--- src/rtl/mhf_pkg.sv ---
package mhf_pkg;
  localparam logic [31:0] CRC_POLY_REFL = 32'hEDB88320;
  localparam logic [7:0]  OFS_FEATURE   = 8'h04;
  localparam logic [7:0]  OFS_MODE      = 8'h08;
  localparam logic [7:0]  OFS_TABLE     = 8'h10;
  localparam int          MODE_BITS     = 5;

  typedef struct packed {
    logic bc_off;     // bit 4
    logic pass_ctl;   // bit 3
    logic hash_en;    // bit 2
    logic all_mc;     // bit 1
    logic promisc;    // bit 0
  } mode_t;

  // one octet of the reflected CRC, LSB first
  function automatic logic [31:0] crc_step_byte(input logic [31:0] c, input logic [7:0] d);
    logic [31:0] r;
    r = c;
    for (int i = 0; i < 8; i++) begin
      if (r[0] ^ d[i]) r = (r >> 1) ^ CRC_POLY_REFL;
      else             r = r >> 1;
    end
    return r;
  endfunction

  // top 8 bits of bitrev(~crc): bit 7 comes from crc bit 0
  function automatic logic [7:0] hash_top8(input logic [31:0] c);
    logic [31:0] inv;
    logic [7:0]  r;
    inv = ~c;
    for (int i = 0; i < 8; i++) r[7-i] = inv[i];
    return r;
  endfunction
endpackage

--- src/rtl/mhf_crc_acc.sv ---
module mhf_crc_acc
  import mhf_pkg::*;
(
  input  logic        clk,
  input  logic        rst_n,
  input  logic        in_valid,
  input  logic        in_sof,
  input  logic [7:0]  in_byte,
  output logic [31:0] crc_nx,
  output logic        frame_mc,
  output logic        frame_bc,
  output logic        sixth_byte
);
  localparam logic [2:0] IDLE = 3'd6;

  logic [2:0]  cnt_q;
  logic [31:0] crc_q;
  logic        mc_q, bc_q;
  logic        start, cont;

  assign start      = in_valid && in_sof;
  assign cont       = in_valid && !in_sof && (cnt_q != 3'd0) && (cnt_q < IDLE);
  assign sixth_byte = cont && (cnt_q == 3'd5);
  assign crc_nx     = crc_step_byte(start ? 32'hFFFF_FFFF : crc_q, in_byte);
  assign frame_mc   = start ? in_byte[0] : mc_q;
  assign frame_bc   = (start || bc_q) && (in_byte == 8'hFF);

  always_ff @(posedge clk) begin
    if (!rst_n) begin
      cnt_q <= IDLE;
      crc_q <= '1;
      mc_q  <= 1'b0;
      bc_q  <= 1'b0;
    end else if (start || cont) begin
      cnt_q <= start ? 3'd1 : cnt_q + 3'd1;
      crc_q <= crc_nx;
      mc_q  <= frame_mc;
      bc_q  <= frame_bc;
    end
  end
endmodule

--- src/rtl/mhf_regs.sv ---
module mhf_regs
  import mhf_pkg::*;
#(
  parameter int SIZE_CODE = 1
)(
  input  logic         clk,
  input  logic         rst_n,
  input  logic         reg_we,
  input  logic [7:0]   reg_addr,
  input  logic [31:0]  reg_wdata,
  input  logic [31:0]  reg_wmask,
  output logic [31:0]  reg_rdata,
  output mode_t        mode,
  output logic [(32<<SIZE_CODE)-1:0] table_flat
);
  localparam int WORDS = 1 << SIZE_CODE;

  logic [31:0] words [WORDS];
  logic [MODE_BITS-1:0] mode_q;

  always_ff @(posedge clk) begin
    if (!rst_n) mode_q <= '0;
    else if (reg_we && reg_addr == OFS_MODE)
      mode_q <= (mode_q & ~reg_wmask[MODE_BITS-1:0]) | (reg_wdata[MODE_BITS-1:0] & reg_wmask[MODE_BITS-1:0]);
  end
  assign mode = mode_t'(mode_q);

  for (genvar i = 0; i < WORDS; i++) begin : g_word
    localparam logic [7:0] OFS = OFS_TABLE + 8'(4 * i);
    always_ff @(posedge clk) begin
      if (!rst_n) words[i] <= '0;
      else if (reg_we && reg_addr == OFS)
        words[i] <= (words[i] & ~reg_wmask) | (reg_wdata & reg_wmask);
    end
    assign table_flat[32*i +: 32] = words[i];
  end

  always_comb begin
    reg_rdata = '0;
    if (reg_addr == OFS_FEATURE) reg_rdata[25:24] = 2'(SIZE_CODE);
    else if (reg_addr == OFS_MODE) reg_rdata[MODE_BITS-1:0] = mode_q;
    for (int i = 0; i < WORDS; i++)
      if (reg_addr == OFS_TABLE + 8'(4 * i)) reg_rdata = words[i];
  end
endmodule

--- src/rtl/mhf_decide.sv ---
module mhf_decide
  import mhf_pkg::*;
(
  input  logic  clk,
  input  logic  rst_n,
  input  logic  fire,
  input  logic  frame_mc,
  input  logic  frame_bc,
  input  logic  table_hit,
  input  mode_t mode,
  output logic  dec_valid,
  output logic  dec_accept,
  output logic  dec_unicast
);
  logic acc_nx, uc_nx;

  always_comb begin
    uc_nx = 1'b0;
    if (mode.promisc)     acc_nx = 1'b1;
    else if (!frame_mc) begin
      acc_nx = 1'b0;
      uc_nx  = 1'b1;
    end
    else if (frame_bc)    acc_nx = !mode.bc_off;
    else if (mode.all_mc) acc_nx = 1'b1;
    else if (mode.hash_en) acc_nx = table_hit;
    else                  acc_nx = 1'b0;
  end

  always_ff @(posedge clk) begin
    if (!rst_n) begin
      dec_valid   <= 1'b0;
      dec_accept  <= 1'b0;
      dec_unicast <= 1'b0;
    end else begin
      dec_valid   <= fire;
      dec_accept  <= fire && acc_nx;
      dec_unicast <= fire && uc_nx;
    end
  end
endmodule

--- src/rtl/mc_hash_filter.sv ---
module mc_hash_filter
  import mhf_pkg::*;
#(
  parameter int SIZE_CODE = 1
)(
  input  logic        clk,
  input  logic        rst_n,
  input  logic        in_valid,
  input  logic        in_sof,
  input  logic [7:0]  in_byte,
  input  logic        reg_we,
  input  logic [7:0]  reg_addr,
  input  logic [31:0] reg_wdata,
  input  logic [31:0] reg_wmask,
  output logic [31:0] reg_rdata,
  output logic        dec_valid,
  output logic        dec_accept,
  output logic        dec_unicast
);
  localparam int NBITS = 32 << SIZE_CODE;
  localparam int IDXW  = 5 + SIZE_CODE;

  logic [31:0]      crc_nx;
  logic             frame_mc, frame_bc, sixth_byte, table_hit;
  logic [7:0]       top8;
  logic [IDXW-1:0]  hash_idx;
  logic [NBITS-1:0] table_flat;
  mode_t            mode;

  mhf_crc_acc u_crc (
    .clk(clk), .rst_n(rst_n), .in_valid(in_valid), .in_sof(in_sof), .in_byte(in_byte),
    .crc_nx(crc_nx), .frame_mc(frame_mc), .frame_bc(frame_bc), .sixth_byte(sixth_byte)
  );

  mhf_regs #(.SIZE_CODE(SIZE_CODE)) u_regs (
    .clk(clk), .rst_n(rst_n), .reg_we(reg_we), .reg_addr(reg_addr), .reg_wdata(reg_wdata),
    .reg_wmask(reg_wmask), .reg_rdata(reg_rdata), .mode(mode), .table_flat(table_flat)
  );

  assign top8      = hash_top8(crc_nx);
  assign hash_idx  = top8[7 -: IDXW];
  assign table_hit = table_flat[hash_idx];

  mhf_decide u_dec (
    .clk(clk), .rst_n(rst_n), .fire(sixth_byte), .frame_mc(frame_mc), .frame_bc(frame_bc),
    .table_hit(table_hit), .mode(mode),
    .dec_valid(dec_valid), .dec_accept(dec_accept), .dec_unicast(dec_unicast)
  );
endmodule

--- config.mk ---
export PLATFORM = sky130hd
export DESIGN_NAME = mc_hash_filter
export DESIGN_NICKNAME = d
export VERILOG_FILES = /design/src/rtl/mhf_pkg.sv /design/src/rtl/mhf_crc_acc.sv /design/src/rtl/mhf_regs.sv /design/src/rtl/mhf_decide.sv /design/src/rtl/mc_hash_filter.sv
export SDC_FILE = /design/constraint.sdc
export NUM_CORES = 1
export LEC_CHECK = 0
export ABC_AREA = 1
export ABC_CLOCK_PERIOD_IN_PS = 3900
export CAP_MARGIN = 20
export CORE_ASPECT_RATIO = 0.9
export CORE_MARGIN = 2
export CORE_UTILIZATION = 40
export DETAILED_ROUTE_END_ITERATION = 10
export DONT_BUFFER_PORTS = 1
export GPL_ROUTABILITY_DRIVEN = 0
export HOLD_SLACK_MARGIN = 0.06
export SLEW_MARGIN = 15
export SYNTH_ARGS = -nofsm -noshare
export SYNTH_HDL_FRONTEND = slang
export SYNTH_SLANG_ARGS = --single-unit
export TNS_END_PERCENT = 30
--- constraint.sdc ---
create_clock -name clk -period 3.9 [get_ports clk]
set_input_delay 0.78 -clock clk [delete_from_list [all_inputs] [get_ports clk]]
set_output_delay 0.78 -clock clk [all_outputs]
set_load 0.02 [all_outputs]
==> results.md <==
- Hold Vio Cnt, Final: 0
- Longest Clk Path Bufs: 2
- Primary FF master, synth: edfxtp_1
- Worst path required time: 3.12 ns
- Setup TNS: 0 ns
- Max IR drop VDD: 251.4 uV
- Slowest CP cell: inv_1
- Asr flop ratio synth: 0%
- Max-Slew Margin vs Limit: 50.00%
- Filler cells: 1712
- Post_cts resized: 0
- Largest net degree at the start of global routing: 45
- Die Y: 129.1 um
- Utilization after layout: 44.45%
- Crit-path max cell delay: 0.35 ns
- 1st-iter DRT viols: 410
- Synthesized instance count: 902
- DRT antenna net count: 0
- #FFs+latches synth: 109
- CP Buf/Inv Count: 3
- Final WS setup: 0.7941 ns
- Root buf cell: clkbuf_16
- # setup viols final: 0
- Crit share post-route: 79.64%
- RSZ-0062 raised after global routing: no
- Area Overhead vs Synth: 8.369%
- Initial antenna violation count: 0
- Via Count: 5927
- Synthesized area: 6952 sq um
- Die area: 18450 sq um
- Nets: 981
- Max Cap Viol: 0
- Clock Latency Late Sink: 0.37 ns
- Critical Path, Cell by Cell: nor2_1 > inv_1 > nor3_1 > nand2_1 > inv_1 > buf_12 > nand2_1 > o21ai_0
- CTS tree: done
- Global router's overall resource usage: 21.47%
- IO Port Bufs: 0
- Reg area: 2823 sq um
- Total CTS buffers: 9
- Synth cell types: 42
- Leakage: 3.347 nW
- Core ar.: 16950 sq um
- Avg Synthesized Cell Area: 7.707 sq um
- Ys Warns: 0
- Pwr dens: 436.0 nW/um^2
- EDFF count, synth: 64
- Clock-pin slew on the worst setup and hold paths: 0.08 ns
- Hold Path Class: flip-flop to flip-flop
- WP data arrival: 2.33 ns
- CP top delay family: buffers and inverters
- Cells on worst reg2reg path: 19
- DP Area: 7222 sq um
- Vias/cell: 5.231
- WHS Path Cells: 2
- Slew of the pin with the lowest slew margin: 0.7421 ns
- Die width: 143.0 um
- Tmin final: 3.106 ns
- IO Pins: 120
- Post-CTS setup buffers: 0
- Routed wire length: 19090 um
- Outcome: finished, final reports clean
- GRT overflow: 0
- Clock skew: 0.01613 ns
- Post-Syn Nets: 990
- Worst path depth: 8
- First-pass GRT wire length: 30700 um
- Fmax: 322.0 MHz
- Post-synthesis sequential area ratio: 40.60%
- H-Tree Depth: 3
- Total clock sinks: 109
- Slew Viols, Final: 0
- Crit path max fanout: 26
- Place WS: 0.6376 ns
- Share of cells above drive strength 1: 9.354%
- CTS Hold Bufs: 0
- Crit. End Element: output pin
- Antenna Cells: 0
- Starting density of the core: 41.02%
- Number of global-route vias before repair: 5730
- WL/cell: 16.85 um
- Final Cell Area: 7533 sq um
- Area occupied by multi-input gates: 3461 sq um
- DRC: 0
- Crit Path Category: input pin to output pin
- DPL Wire Length: 13700 um
- First-pass DRT Iterations: 5
- Startpoint types: input pin
- Rows: 45
-- final cells by class --
type / count / share of cell area [%]
clock buffers: 9 / 2.990
clock inverters: 7 / 1.146
inverters: 127 / 6.361
multi-input cells: 629 / 45.94
flip-flops and latches: 109 / 37.47
well taps: 235 / 3.903
repair buffers: 17 / 2.192
-- per-stage QoR --
| stage | cells | hold slack, ns | power (mW) |
|---|---|---|---|
| after floorplan | 902 | 0.4283 | 2.140 |
| after global placement | 1117 | 0.4511 | 2.319 |
| after detailed placement | 1117 | 0.4545 | 2.320 |
| after CTS | 1133 | 0.4664 | 3.307 |
| after global routing | 1133 | 0.4818 | 3.482 |
| final | 1133 | 0.4604 | 3.285 |
-- logic make-up (layout without fill, tap and decap cells) --
group / after synthesis / in the layout / synth area share [%]
fa+ha+maj: 3 / 3 / 0.5400
xor+xnor: 46 / 46 / 6.713
compound gates: 170 / 170 / 14.89
simple gates: 410 / 410 / 27.54
buf+inv: 164 / 160 / 9.719
flops: 109 / 109 / 40.60
-- worst reg2reg max path: stages (launching register included) --
cell,delay [ns]
dfxtp_1,0.32
inv_1,0.12
nand2_1,0.09
nand2_1,0.09
nand2_2,0.10
nand2_2,0.12
inv_2,0.05
nor2_4,0.23
nand2_4,0.14
nand2_4,0.29
nand2_1,0.10
nand3_1,0.10
nand3_1,0.14
nand3_1,0.11
nand3_1,0.07
nand3_1,0.08
nand3_1,0.09
nand2_1,0.07
nand2_1,0.06
a21oi_2,0.10
-- Yosys cell counts, types with 2 or more instances --
| master | n | area share (%) |
|---|---|---|
| o311ai_0 | 3 | 0.38 |
| clkbuf_1 | 25 | 1.3 |
| nand3b_1 | 3 | 0.32 |
| ha_1 | 3 | 0.54 |
| nand2_4 | 10 | 1.6 |
| nand2_1 | 174 | 9.4 |
| o211ai_1 | 22 | 2.4 |
| dfxtp_1 | 45 | 13 |
| o21ai_0 | 23 | 1.7 |
| nor2_4 | 3 | 0.49 |
| nand3_2 | 5 | 0.72 |
| a21oi_1 | 89 | 6.4 |
| o221ai_1 | 3 | 0.38 |
| edfxtp_1 | 64 | 28 |
| a22o_1 | 24 | 3.0 |
| nor3_1 | 9 | 0.65 |
| nand2_2 | 9 | 0.81 |
| xor2_1 | 23 | 2.9 |
| or2_2 | 6 | 0.54 |
| nand4_1 | 2 | 0.18 |
| buf_6 | 7 | 1.1 |
| xnor2_1 | 19 | 2.4 |
| inv_1 | 119 | 6.4 |
| nand3_4 | 3 | 0.76 |
| inv_2 | 6 | 0.32 |
| o22ai_1 | 3 | 0.27 |
| nand3_1 | 95 | 6.8 |
| buf_1 | 3 | 0.16 |
| xnor2_4 | 2 | 0.79 |
| nor2_1 | 88 | 4.8 |
-- layout by cell type (no fill, tap or decap), types with 3 or more instances in the layout --
| cell type | synthesis | routed |
|---|---|---|
| nor2_1 | 88 | 88 |
| a22o_1 | 24 | 24 |
| o311ai_0 | 3 | 3 |
| xor2_1 | 23 | 23 |
| ha_1 | 3 | 3 |
| edfxtp_1 | 64 | 64 |
| nand3b_1 | 3 | 3 |
| clkbuf_16 | 0 | 9 |
| nand2_2 | 9 | 9 |
| nor3_1 | 9 | 9 |
| buf_12 | 0 | 3 |
| a21oi_1 | 89 | 89 |
| nand3_1 | 95 | 95 |
| o221ai_1 | 3 | 3 |
| inv_2 | 6 | 6 |
| nand2_4 | 10 | 10 |
| o211ai_1 | 22 | 22 |
| inv_1 | 119 | 119 |
| nand3_4 | 3 | 3 |
| dfxtp_1 | 45 | 45 |
| or2_2 | 6 | 6 |
| o21ai_0 | 23 | 21 |
| o22ai_1 | 3 | 3 |
| inv_6 | 0 | 4 |
| nand3_2 | 5 | 5 |
| nand2_1 | 174 | 174 |
| xnor2_1 | 19 | 19 |
| buf_4 | 1 | 14 |
| nor2_4 | 3 | 3 |
-- final timing paths --
| check | endpoint | from | slack (ns) |
|---|---|---|---|
| min reg2reg | flip-flop | flip-flop | 0.46 |
| max reg2reg | u_dec.dec_accept | u_crc.crc_q[1] | 1.40 |
| max | reg_rdata[21] | reg_addr[1] | 0.79 |
| min | flip-flop | flip-flop | 0.46 |
-- metal layers --
metal  GRT usage [%]  vias to the layer above  wire, um
met3           5.728                       15      1223
li1                -                     2967         -
met4           5.242                        0       211
met2           35.01                      170      9034
met5               0                        -         0
met1           28.60                     2775      8624
-- sequential cells by signal, summed over array words and instances (netlist names), named ones only --
| name | cells |
|---|---|
| u_regs.words | 64 |
| u_crc.crc_q | 32 |
| u_dec.dec_unicast | 1 |
| u_crc.bc_q | 1 |
| u_crc.mc_q | 1 |
| u_dec.dec_valid | 1 |
| u_dec.dec_accept | 1 |
| u_crc.cnt_q | 3 |
-- report_power, final --
group | internal, mW | switching [mW]
Sequential | 1.29 | 0.0442
Combinational | 0.348 | 0.623
Clock | 0.513 | 0.471
Total | 2.15 | 1.14
Note: power is estimated with default switching activity, not from simulation.
